===== src/rtl/cpxfer_pkg.sv =====
package cpxfer_pkg;

  localparam logic [2:0] CPX_CLASS = 3'b110;
  localparam int unsigned PC_AHEAD = 8;
  localparam int unsigned STEP_BYTES = 4;

  // Field order follows the instruction bit layout, MSB first.
  typedef struct packed {
    logic [3:0] cond;
    logic [2:0] cls;
    logic       pre;
    logic       up;
    logic       len;
    logic       wback;
    logic       load;
    logic [3:0] rn;
    logic [3:0] crd;
    logic [3:0] cpn;
    logic [7:0] off;
  } cpx_fields_t;

  function automatic logic [31:0] word_offset(input logic [7:0] off);
    return {22'd0, off, 2'b00};
  endfunction

  function automatic logic [31:0] apply_offset(input logic [31:0] base,
                                               input logic [31:0] delta,
                                               input logic up);
    return up ? (base + delta) : (base - delta);
  endfunction

endpackage


===== src/rtl/cpxfer_decode.sv =====
module cpxfer_decode
  import cpxfer_pkg::*;
(
  input  logic [31:0] instr_i,
  output cpx_fields_t fld_o,
  output logic        illegal_o
);
  logic bad_class;
  logic pc_wback;

  assign fld_o     = cpx_fields_t'(instr_i);
  assign bad_class = (fld_o.cls != CPX_CLASS);
  assign pc_wback  = fld_o.wback && (fld_o.rn == 4'd15);
  assign illegal_o = bad_class || pc_wback;
endmodule


===== src/rtl/cpxfer_addr_gen.sv =====
module cpxfer_addr_gen
  import cpxfer_pkg::*;
(
  input  cpx_fields_t fld_i,
  input  logic [31:0] base_i,
  input  logic [31:0] pc_i,
  output logic [31:0] first_o,
  output logic [31:0] adj_o
);
  logic [31:0] eff_base;

  assign eff_base = (fld_i.rn == 4'd15) ? (pc_i + 32'(PC_AHEAD)) : base_i;
  assign adj_o    = apply_offset(eff_base, word_offset(fld_i.off), fld_i.up);
  assign first_o  = fld_i.pre ? adj_o : eff_base;
endmodule


===== src/rtl/cpxfer_seq.sv =====
module cpxfer_seq
  import cpxfer_pkg::*;
#(
  parameter int CNT_W = 8
) (
  input  logic             clk,
  input  logic             rst_n,
  input  logic             issue_i,
  input  logic             cond_pass_i,
  input  logic             illegal_i,
  input  logic             load_i,
  input  logic             wback_i,
  input  logic [31:0]      first_i,
  input  logic [31:0]      adj_i,
  input  logic             cp_adv_i,
  input  logic             cp_last_i,
  input  logic             mem_abort_i,
  output logic [31:0]      bus_addr_o,
  output logic             bus_valid_o,
  output logic             bus_read_o,
  output logic             wb_en_o,
  output logic [31:0]      wb_val_o,
  output logic             illegal_o,
  output logic [CNT_W-1:0] cyc_cnt_o
);
  logic busy_q, wpend_q;
  logic accept, launch, xfer_end, step;

  assign accept   = !busy_q && issue_i;
  assign launch   = accept && !illegal_i && cond_pass_i;
  assign xfer_end = busy_q && (mem_abort_i || (cp_adv_i && cp_last_i));
  assign step     = busy_q && cp_adv_i && !xfer_end;

  always_ff @(posedge clk) begin
    if (!rst_n) begin
      busy_q     <= 1'b0;
      wpend_q    <= 1'b0;
      bus_addr_o <= '0;
      bus_read_o <= 1'b0;
      wb_en_o    <= 1'b0;
      wb_val_o   <= '0;
      illegal_o  <= 1'b0;
      cyc_cnt_o  <= '0;
    end else begin
      wb_en_o   <= 1'b0;
      illegal_o <= 1'b0;
      if (accept) begin
        illegal_o <= illegal_i;
        cyc_cnt_o <= CNT_W'(1);
      end
      if (launch) begin
        busy_q     <= 1'b1;
        bus_addr_o <= first_i;
        bus_read_o <= load_i;
        wpend_q    <= wback_i;
        wb_val_o   <= adj_i;
      end
      if (busy_q) cyc_cnt_o <= cyc_cnt_o + CNT_W'(1);
      if (xfer_end) begin
        busy_q  <= 1'b0;
        wb_en_o <= wpend_q;
      end
      if (step) bus_addr_o <= bus_addr_o + 32'(STEP_BYTES);
    end
  end

  assign bus_valid_o = busy_q;

  a_r5_step_up: assert property (@(posedge clk) disable iff (!rst_n)
    (busy_q && cp_adv_i && !cp_last_i && !mem_abort_i) |=>
      (bus_addr_o == $past(bus_addr_o) + 32'd4));
  a_r12_wait_holds: assert property (@(posedge clk) disable iff (!rst_n)
    (busy_q && !cp_adv_i && !mem_abort_i) |=> (busy_q && $stable(bus_addr_o)));
  a_r8_abort_ends: assert property (@(posedge clk) disable iff (!rst_n)
    (busy_q && mem_abort_i) |=> !busy_q);
  a_r4_wb_after_end: assert property (@(posedge clk) disable iff (!rst_n)
    wb_en_o |-> ($past(busy_q) && !busy_q));
  a_r11_dir_stable: assert property (@(posedge clk) disable iff (!rst_n)
    (busy_q && $past(busy_q)) |-> $stable(bus_read_o));
  a_r1_illegal_idle: assert property (@(posedge clk) disable iff (!rst_n)
    illegal_o |-> !busy_q);
  a_r9_count_runs: assert property (@(posedge clk) disable iff (!rst_n)
    busy_q |=> (cyc_cnt_o == $past(cyc_cnt_o) + CNT_W'(1)));
endmodule


===== src/rtl/cpxfer_addr_seq.sv =====
module cpxfer_addr_seq
  import cpxfer_pkg::*;
#(
  parameter int CNT_W = 8
) (
  input  logic             clk,
  input  logic             rst_n,
  input  logic             issue_i,
  input  logic [31:0]      instr_i,
  input  logic [31:0]      base_i,
  input  logic [31:0]      pc_i,
  input  logic             cond_pass_i,
  input  logic             cp_adv_i,
  input  logic             cp_last_i,
  input  logic             mem_abort_i,
  output logic [31:0]      bus_addr_o,
  output logic             bus_valid_o,
  output logic             bus_read_o,
  output logic             wb_en_o,
  output logic [31:0]      wb_val_o,
  output logic             illegal_o,
  output logic [CNT_W-1:0] cyc_cnt_o
);
  cpx_fields_t fld;
  logic        dec_illegal;
  logic [31:0] first_addr, adj_base;

  cpxfer_decode u_dec (
    .instr_i   (instr_i),
    .fld_o     (fld),
    .illegal_o (dec_illegal)
  );

  cpxfer_addr_gen u_agen (
    .fld_i   (fld),
    .base_i  (base_i),
    .pc_i    (pc_i),
    .first_o (first_addr),
    .adj_o   (adj_base)
  );

  cpxfer_seq #(.CNT_W(CNT_W)) u_seq (
    .clk         (clk),
    .rst_n       (rst_n),
    .issue_i     (issue_i),
    .cond_pass_i (cond_pass_i),
    .illegal_i   (dec_illegal),
    .load_i      (fld.load),
    .wback_i     (fld.wback),
    .first_i     (first_addr),
    .adj_i       (adj_base),
    .cp_adv_i    (cp_adv_i),
    .cp_last_i   (cp_last_i),
    .mem_abort_i (mem_abort_i),
    .bus_addr_o  (bus_addr_o),
    .bus_valid_o (bus_valid_o),
    .bus_read_o  (bus_read_o),
    .wb_en_o     (wb_en_o),
    .wb_val_o    (wb_val_o),
    .illegal_o   (illegal_o),
    .cyc_cnt_o   (cyc_cnt_o)
  );
endmodule


===== config.mk =====
export PLATFORM = sky130hd
export DESIGN_NAME = cpxfer_addr_seq
export DESIGN_NICKNAME = d
export VERILOG_FILES = /design/src/rtl/cpxfer_pkg.sv /design/src/rtl/cpxfer_decode.sv /design/src/rtl/cpxfer_addr_gen.sv /design/src/rtl/cpxfer_seq.sv /design/src/rtl/cpxfer_addr_seq.sv
export SDC_FILE = /design/constraint.sdc
export NUM_CORES = 1
export LEC_CHECK = 0
export ABC_AREA = 1
export ABC_CLOCK_PERIOD_IN_PS = 3650
export BUFFER_PORTS_ARGS = -buffer_cell sky130_fd_sc_hd__buf_2
export CORE_MARGIN = 5
export CORE_UTILIZATION = 50
export CTS_CLUSTER_SIZE = 20
export DETAILED_ROUTE_END_ITERATION = 16
export PLACE_DENSITY = 0.75
export RECOVER_POWER = 50
export SYNTH_ARGS = -nofsm -noshare
export SYNTH_HDL_FRONTEND = slang
export SYNTH_SLANG_ARGS = --single-unit

===== constraint.sdc =====
create_clock -name clk -period 3.65 [get_ports clk]
set_clock_uncertainty 0.2 [all_clocks]
set_input_delay 0.9125 -clock clk [delete_from_list [all_inputs] [get_ports clk]]
set_output_delay 0.9125 -clock clk [all_outputs]
set_load 0.02 [all_outputs]

==> qor.txt, run 1 <==
status -> finished clean
count leader, synth -> nand2_1
CTS clock-pin slew for the worst setup and hold paths -> 0.07 ns
Ports -> 179
CP Class -> input pin to flop
top cell type's share of synthesized area -> 0.210
H-tree lvl count -> 3
Yosys top cell by area -> dfxtp_1
Compound-Gate Fraction of Synth Area -> 0.195
Clk pwr share -> 0.281
worst path arrival time -> 3.67 ns
layout cells sized above 1 -> 0.366
critical path required time -> 3.70 ns
Combinational Power Share -> 0.443
DRT Wirelength -> 29900 um
dpl hpwl -> 22800 um
Slew @ Worst Pin -> 0.873 ns
post-synthesis cell count -> 1214
Layout area overhead -> 51.3%
global-route wire length before repair -> 43600 um
Reg2Reg Depth -> 8
Worst Hold Depth -> 2
Rel. slew slack -> 0.417
syn avg cell area -> 6.04 sq um
Flop pwr share -> 0.275
Seq cells post-synth -> 77
# DRC -> 0
chip width -> 131 um
register-to-register setup slack -> 1.20 ns
Worst R2R End -> u_seq.bus_addr_o[14]
Int Pwr -> 1.97 mW
Initial Util -> 0.506
adder-cell share of the synthesized area -> 0.0608
Fin. Hold Viols -> 0
CTS Sinks -> 77
NumNets Final -> 1703
count of input and output buffers -> 165
Worst Hold End -> u_seq.wb_en_o
largest net degree at the start of global routing -> 43
n_diodes -> 0
die area -> 17200 sq um
register area -> 1540 sq um
Post-Synth Simple-Gate Area -> 0.370
area of the mapped netlist -> 7330 sq um
worst vdd ir -> 248 uV
Achievable Freq -> 276 MHz
multiplexer area fraction after synthesis -> 0.00154
reg-to-reg critical path startpoint -> u_seq.bus_valid_o
Switching Share -> 0.381
net load switching power -> 1.21 mW
Vias/cell -> 5.61
Util after Layout -> 0.766
critical path endpoint category -> flop
Vias -> 9838
Yosys cell types -> 48
pwr dens -> 287 nW/um^2
Die Ht -> 131 um
TritonRoute pass-1 iters -> 6
xor and xnor area share after synthesis -> 0.0585
initial antenna violation count -> 0
Slew Viols, Final -> 0
GR Util All Layers -> 0.323
vias in the first global route -> 8769
Post-synth top flop -> dfxtp_1
final setup vio count -> 0
largest family of logic cells by synthesized area -> simple AND/OR/NAND/NOR gates
crit share post-route -> 0.992
Worst-Skew Late Latency -> 0.35 ns
CTS max path bufs -> 2
Maximum Capacitance Violations -> 0
worst-path fanout max -> 4
TritonCTS clock tree -> done
Hold-fix buffers, CTS -> 0
Synth area leaders -> dfxtp_1 21%, nand2_1 16%, inv_1 7.7%, a21oi_1 6.5%, ha_1 5.8%
clock root cell -> clkbuf_16
Post-synth ARST share -> 0
Post-DP Area -> 9740 sq um
Post-synth top cells -> 321 x nand2_1, 150 x inv_1, 103 x nor2_1
gr ovfl total -> 0
Ys Warns -> 0
Final min period -> 3.62 ns
row cnt -> 44
Pleak -> 5.21 nW
Detail Route Antenna Nets -> 0
syn nets -> 1352
register area share after synthesis -> 0.210
CORE AREA -> 14500 sq um
Initial DRC Count -> 1116
Hold Crit Start -> u_seq.wpend_q
area of the multi-input gates -> 6000 sq um
post-route cell area -> 11100 sq um
Wirelength per Cell -> 17.1 um
crit start category -> input pin
gpl congestion -> 1.01
TritonCTS Buffers -> 9
RSZ-0062 raised after global routing -> true
worst min-delay path category -> flop to flop
Filler cells -> 1165
Post-synth EDFFs -> 0
## registers in the layout (all words and copies together), names as in the netlist
| register | flops |
|---|---|
| u_seq.wpend_q | 1 |
| u_seq.cyc_cnt_o | 8 |
| u_seq.bus_read_o | 1 |
| u_seq.bus_valid_o | 1 |
| u_seq.illegal_o | 1 |
| u_seq.bus_addr_o | 32 |
| u_seq.wb_val_o | 32 |
| u_seq.wb_en_o | 1 |
## layer usage
layer  global-route usage  wire, um
met3               0.0470      2370
met1                0.425     12100
met2                0.541     14200
met5                    0         0
met4                0.113      1280
## power by group through the flow
stage / Sequential (mW) / Combinational [mW] / Clock (mW)
global route: 0.880 / 1.50 / 0.935
detailed placement: 0.895 / 1.14 / 0
floorplan: 0.914 / 0.519 / 0
global placement: 0.895 / 1.13 / 0
CTS: 0.876 / 1.19 / 0.902
finish: 0.877 / 1.41 / 0.896
## cells in the final DEF (no fill, tap or decap), types with 5 or more instances in the layout
| cell | Yosys | final |
|---|---|---|
| nand2_2 | 9 | 33 |
| clkbuf_1 | 17 | 54 |
| clkbuf_16 | 0 | 9 |
| o21ai_1 | 4 | 13 |
| a21o_1 | 7 | 7 |
| buf_6 | 0 | 8 |
| nand2_1 | 321 | 293 |
| nand3_4 | 0 | 5 |
| xnor2_1 | 16 | 14 |
| a21oi_2 | 5 | 31 |
| dfxtp_1 | 77 | 77 |
| nor2_1 | 103 | 70 |
| a31oi_1 | 12 | 10 |
| buf_2 | 17 | 109 |
| buf_4 | 2 | 202 |
| ha_1 | 34 | 14 |
| a21oi_1 | 95 | 67 |
| nand3_2 | 7 | 27 |
| nor2_2 | 8 | 33 |
| o21bai_1 | 8 | 8 |
| o21ai_0 | 68 | 51 |
| nand2_4 | 1 | 5 |
| or2_2 | 11 | 10 |
| nand3_1 | 79 | 54 |
| xor2_1 | 33 | 28 |
| inv_1 | 150 | 141 |
| ha_4 | 0 | 17 |
| nor3_2 | 4 | 12 |
| o211ai_1 | 23 | 23 |
| nor2_4 | 1 | 9 |
| nand4_1 | 24 | 24 |
| nor3_4 | 1 | 7 |
| o21ai_2 | 4 | 11 |
| nor3_1 | 30 | 16 |
| inv_2 | 5 | 14 |
## through the flow
step	instances	total power, mW	setup WS (ns)	TNS [ns]	hold slack [ns]
after global routing	1754	3.32	-0.0970	-1.75	0.273
after global placement	1724	2.03	-0.578	-19.26	0.228
after CTS	1742	2.97	0.000256	0	0.246
after detailed placement	1724	2.04	-0.715	-23.29	0.234
final	1754	3.18	0.0277	0	0.249
after floorplan	1214	1.43	0.0723	0	0.221
## how the worst max path moves through the flow
stage,cells past startpoint,to,from
floorplan,19,u_seq.wb_val_o[18],instr_i[1]
global placement,19,u_seq.bus_addr_o[30],pc_i[4]
detailed placement,18,u_seq.bus_addr_o[10],pc_i[4]
CTS,23,u_seq.bus_addr_o[28],pc_i[4]
global route,24,u_seq.bus_addr_o[19],instr_i[2]
finish,20,u_seq.wb_val_o[31],instr_i[0]
## logic make-up after synthesis
kind of cell,count (synthesis)
muxes,1
and+or+nand+nor,611
AOI/OAI and AO/OA,246
DFF,77
buffers and inverters,195
xor gates and xnor gates,49
adders and majority gates,35
## what timing repair did
action | in CTS | in global routing
buffers inserted | 2 | 12
cloned | 0 | 0
pin swaps | 6 | 63
hold endpoints to repair | 0 | 0
resized for setup | 46 | 196
setup endpoints to repair | 43 | 44
## final cells by class
type,count,area share
sequential,77,0.139
multi-input combinational,942,0.541
inverter,157,0.0531
timing repair buffer,378,0.220
tap,184,0.0208
clock buffer,9,0.0203
clock inverter,7,0.00609
## critical path, cell delays in order
cell	delay (ns)
buf_2	0.10
inv_1	0.10
ha_1	0.19
nand3_2	0.12
nor3_4	0.19
buf_4	0.15
a31oi_2	0.17
buf_4	0.20
ha_1	0.35
nand2_2	0.12
nor3_4	0.26
nand2_2	0.11
inv_1	0.07
nand2_1	0.08
nand2_1	0.09
a21oi_2	0.04
nand3_2	0.10
nand3_2	0.12
o211ai_1	0.11
inv_1	0.06
No activity file was read; power rests on OpenSTA's default activity.
==> run 2, diff against run 1 <==
--- a/config.mk
+++ b/config.mk
@@ -9,10 +9,10 @@
 export ABC_CLOCK_PERIOD_IN_PS = 3650
 export BUFFER_PORTS_ARGS = -buffer_cell sky130_fd_sc_hd__buf_2
 export CORE_MARGIN = 5
-export CORE_UTILIZATION = 50
+export CORE_UTILIZATION = 35
 export CTS_CLUSTER_SIZE = 20
 export DETAILED_ROUTE_END_ITERATION = 16
-export PLACE_DENSITY = 0.75
+export PLACE_DENSITY = 0.55
 export RECOVER_POWER = 50
 export SYNTH_ARGS = -nofsm -noshare
 export SYNTH_HDL_FRONTEND = slang
==> qor.txt, run 2 (synthesis gave the netlist of run 1 again) <==
status -> finished clean (unchanged)
die area -> 23900 sq um (was 17200 sq um)
TritonCTS Buffers -> 9 (unchanged)
Fin. Hold Viols -> 0 (unchanged)
pwr dens -> 283 nW/um^2 (was 287 nW/um^2)
Rel. slew slack -> 0.199 (was 0.417)
DRT Wirelength -> 31100 um (was 29900 um)
worst vdd ir -> 261 uV (was 248 uV)
worst hold margin -> 0.253 ns (was 0.249 ns)
clock root cell -> clkbuf_16 (unchanged)
Reg2Reg Depth -> 9 (was 8)
Post-DP Area -> 10200 sq um (was 9740 sq um)
CTS clock-pin slew for the worst setup and hold paths -> 0.06 ns (was 0.07 ns)
crit share post-route -> 0.979 (was 0.992)
initial antenna violation count -> 1 (was 0)
Maximum Capacitance Violations -> 0 (unchanged)
commonest non-fill, non-tap cell in the layout -> nand2_1 (unchanged)
gpl congestion -> 0.963 (was 1.01)
Worst-Skew Late Latency -> 0.35 ns (about the same)
dpl hpwl -> 24500 um (was 22800 um)
CP peak stage delay -> 0.21 ns (was 0.35 ns)
row cnt -> 53 (was 44)
crit start category -> input pin (unchanged)
DP Cell Count -> 1861 (was 1724)
CP Capture Point -> u_seq.bus_addr_o[31] (was u_seq.wb_val_o[31])
Initial DRC Count -> 548 (was 1116)
Initial Util -> 0.352 (was 0.506)
critical path depth in cells -> 23 (was 20)
Final Power -> 3.31 mW (was 3.18 mW)
Wirelength per Cell -> 16.5 um (was 17.1 um)
delay-heaviest family, CP -> simple AND/OR/NAND/NOR gates (unchanged)
# DRC -> 0 (unchanged)
TritonRoute pass-1 iters -> 5 (was 6)
global-route wire length before repair -> 46000 um (was 43600 um)
NumNets Final -> 1747 (was 1703)
Setup WS post-layout -> 0.0776 ns (was 0.0277 ns)
Util after Layout -> 0.561 (was 0.766)
Die Ht -> 155 um (was 131 um)
Vias/cell -> 5.02 (was 5.61)
WP buf/inv -> 6 (unchanged)
GR Util All Layers -> 0.241 (was 0.323)
H-tree lvl count -> 3 (unchanged)
Final min period -> 3.57 ns (was 3.62 ns)
Layout area overhead -> 59.4% (was 51.3%)
Pleak -> 5.43 nW (was 5.21 nW)
critical path endpoint category -> flop (unchanged)
Achievable Freq -> 280 MHz (was 276 MHz)
post-route cell area -> 11700 sq um (was 11100 sq um)
Crit. Startpoint -> pc_i[4] (was instr_i[0])
CTS Sinks -> 77 (unchanged)
Detail Route Antenna Nets -> 0 (unchanged)
Hold-fix buffers, CTS -> 0 (unchanged)
CTS max path bufs -> 2 (unchanged)
critical path required time -> 3.74 ns (was 3.70 ns)
Slew @ Worst Pin -> 1.20 ns (was 0.873 ns)
reg-to-reg critical path startpoint -> u_seq.bus_valid_o (unchanged)
Slew Viols, Final -> 0 (unchanged)
CP Class -> input pin to flop (unchanged)
CORE AREA -> 20800 sq um (was 14500 sq um)
worst path arrival time -> 3.66 ns (was 3.67 ns)
layout cells sized above 1 -> 0.392 (was 0.366)
TritonCTS clock tree -> done (unchanged)
worst-path fanout max -> 4 (unchanged)
n_diodes -> 0 (unchanged)
gr ovfl total -> 0 (unchanged)
non-filler cells, final -> 1888 (was 1754)
largest net degree at the start of global routing -> 32 (was 43)
slowest CP cell -> ha_4 (was ha_1)
register-to-register setup slack -> 1.39 ns (was 1.20 ns)
pre-CTS setup slack -> -0.683 ns (was -0.715 ns)
Worst R2R End -> u_seq.bus_addr_o[6] (was u_seq.bus_addr_o[14])
worst min-delay path category -> flop to flop (unchanged)
Largest regs -> u_seq.bus_addr_o: 32 flops, u_seq.wb_val_o: 32 flops, u_seq.cyc_cnt_o: 8 flops (unchanged)
most frequent cells in the layout -> 279 x nand2_1, 241 x buf_4, 138 x inv_1, 101 x buf_2, 77 x dfxtp_1 (was 293 x nand2_1, 202 x buf_4, 141 x inv_1, 109 x buf_2, 77 x dfxtp_1)
vias in the first global route -> 8734 (was 8769)
Ports -> 179 (unchanged)
RSZ-0062 raised after global routing -> true (unchanged)
count of input and output buffers -> 165 (unchanged)
Setup TNS -> 0 ns (unchanged)
chip width -> 155 um (was 131 um)
sequence of cells on the critical path -> buf_8 > ha_4 > nand2_4 > nor2_4 > nand2_4 > nor2_4 > buf_4 > o22ai_1 > o21ai_0 > buf_4 > ha_4 > buf_4 > nand4_1 > a21oi_2 > nor2_2 > nand2_2 > buf_4 > a21oi_2 > nand3_2 > buf_4 > nand3_2 > nand2_2 > a21oi_2 (was buf_2 > inv_1 > ha_1 > nand3_2 > nor3_4 > buf_4 > a31oi_2 > buf_4 > ha_1 > nand2_2 > nor3_4 > nand2_2 > inv_1 > nand2_1 > nand2_1 > a21oi_2 > nand3_2 > nand3_2 > o211ai_1 > inv_1)
CP dominant cell by count -> buf_4
Vias -> 9477 (was 9838)
final setup vio count -> 0 (unchanged)
-- run 2: how the worst min path moves through the flow --
stage	startpoint	end	slack (ns)	cells past startpoint
floorplan	u_seq.wpend_q	u_seq.wb_en_o	0.22	2
global route	u_seq.wpend_q	u_seq.wb_en_o	0.27	2
finish	u_seq.wpend_q	u_seq.wb_en_o	0.25	2
global placement	u_seq.wpend_q	u_seq.wb_en_o	0.24	2
detailed placement	u_seq.wpend_q	u_seq.wb_en_o	0.25	2
CTS	u_seq.wpend_q	u_seq.wb_en_o	0.26	2
-- run 2: worst register-to-register path, cell delays in order, from the launching register on --
cell and delay, ns:
dfxtp_1 0.37, inv_1 0.11, nand2_1 0.18, inv_1 0.12
nand3_2 0.21, inv_2 0.13, buf_4 0.33, o21ai_0 0.16
o21bai_1 0.24, a21oi_1 0.15
-- run 2: area by class of cell --
class	instances	area, sq um
fillers	2130	9140
multi-input cells	942	6150
repair buffers	422	2760
flip-flops and latches	77	1540
inverters	157	593
well taps	275	344
clock buffers	10	239
clock inverters	5	61.3
-- run 2: report_power, final --
group	leakage, nW	switching (mW)	internal (mW)
Sequential	0.623	0.0200	0.859
Combinational	4.66	0.804	0.708
Clock	0.148	0.373	0.547
-- run 2: routing by layer --
metal / GRT usage / vias up / routed length, um
met4: 0.0673 / 2 / 879
met3: 0.0378 / 50 / 1760
met1: 0.310 / 4366 / 13100
met5: 0 / - / 13
li1: - / 4819 / -
met2: 0.418 / 240 / 15400
-- run 2: what timing repair did --
item	4_1_cts	5_1_grt
setup endpoints to repair	35	43
pin swaps	8	74
setup buffers	5	7
resized for setup	43	234
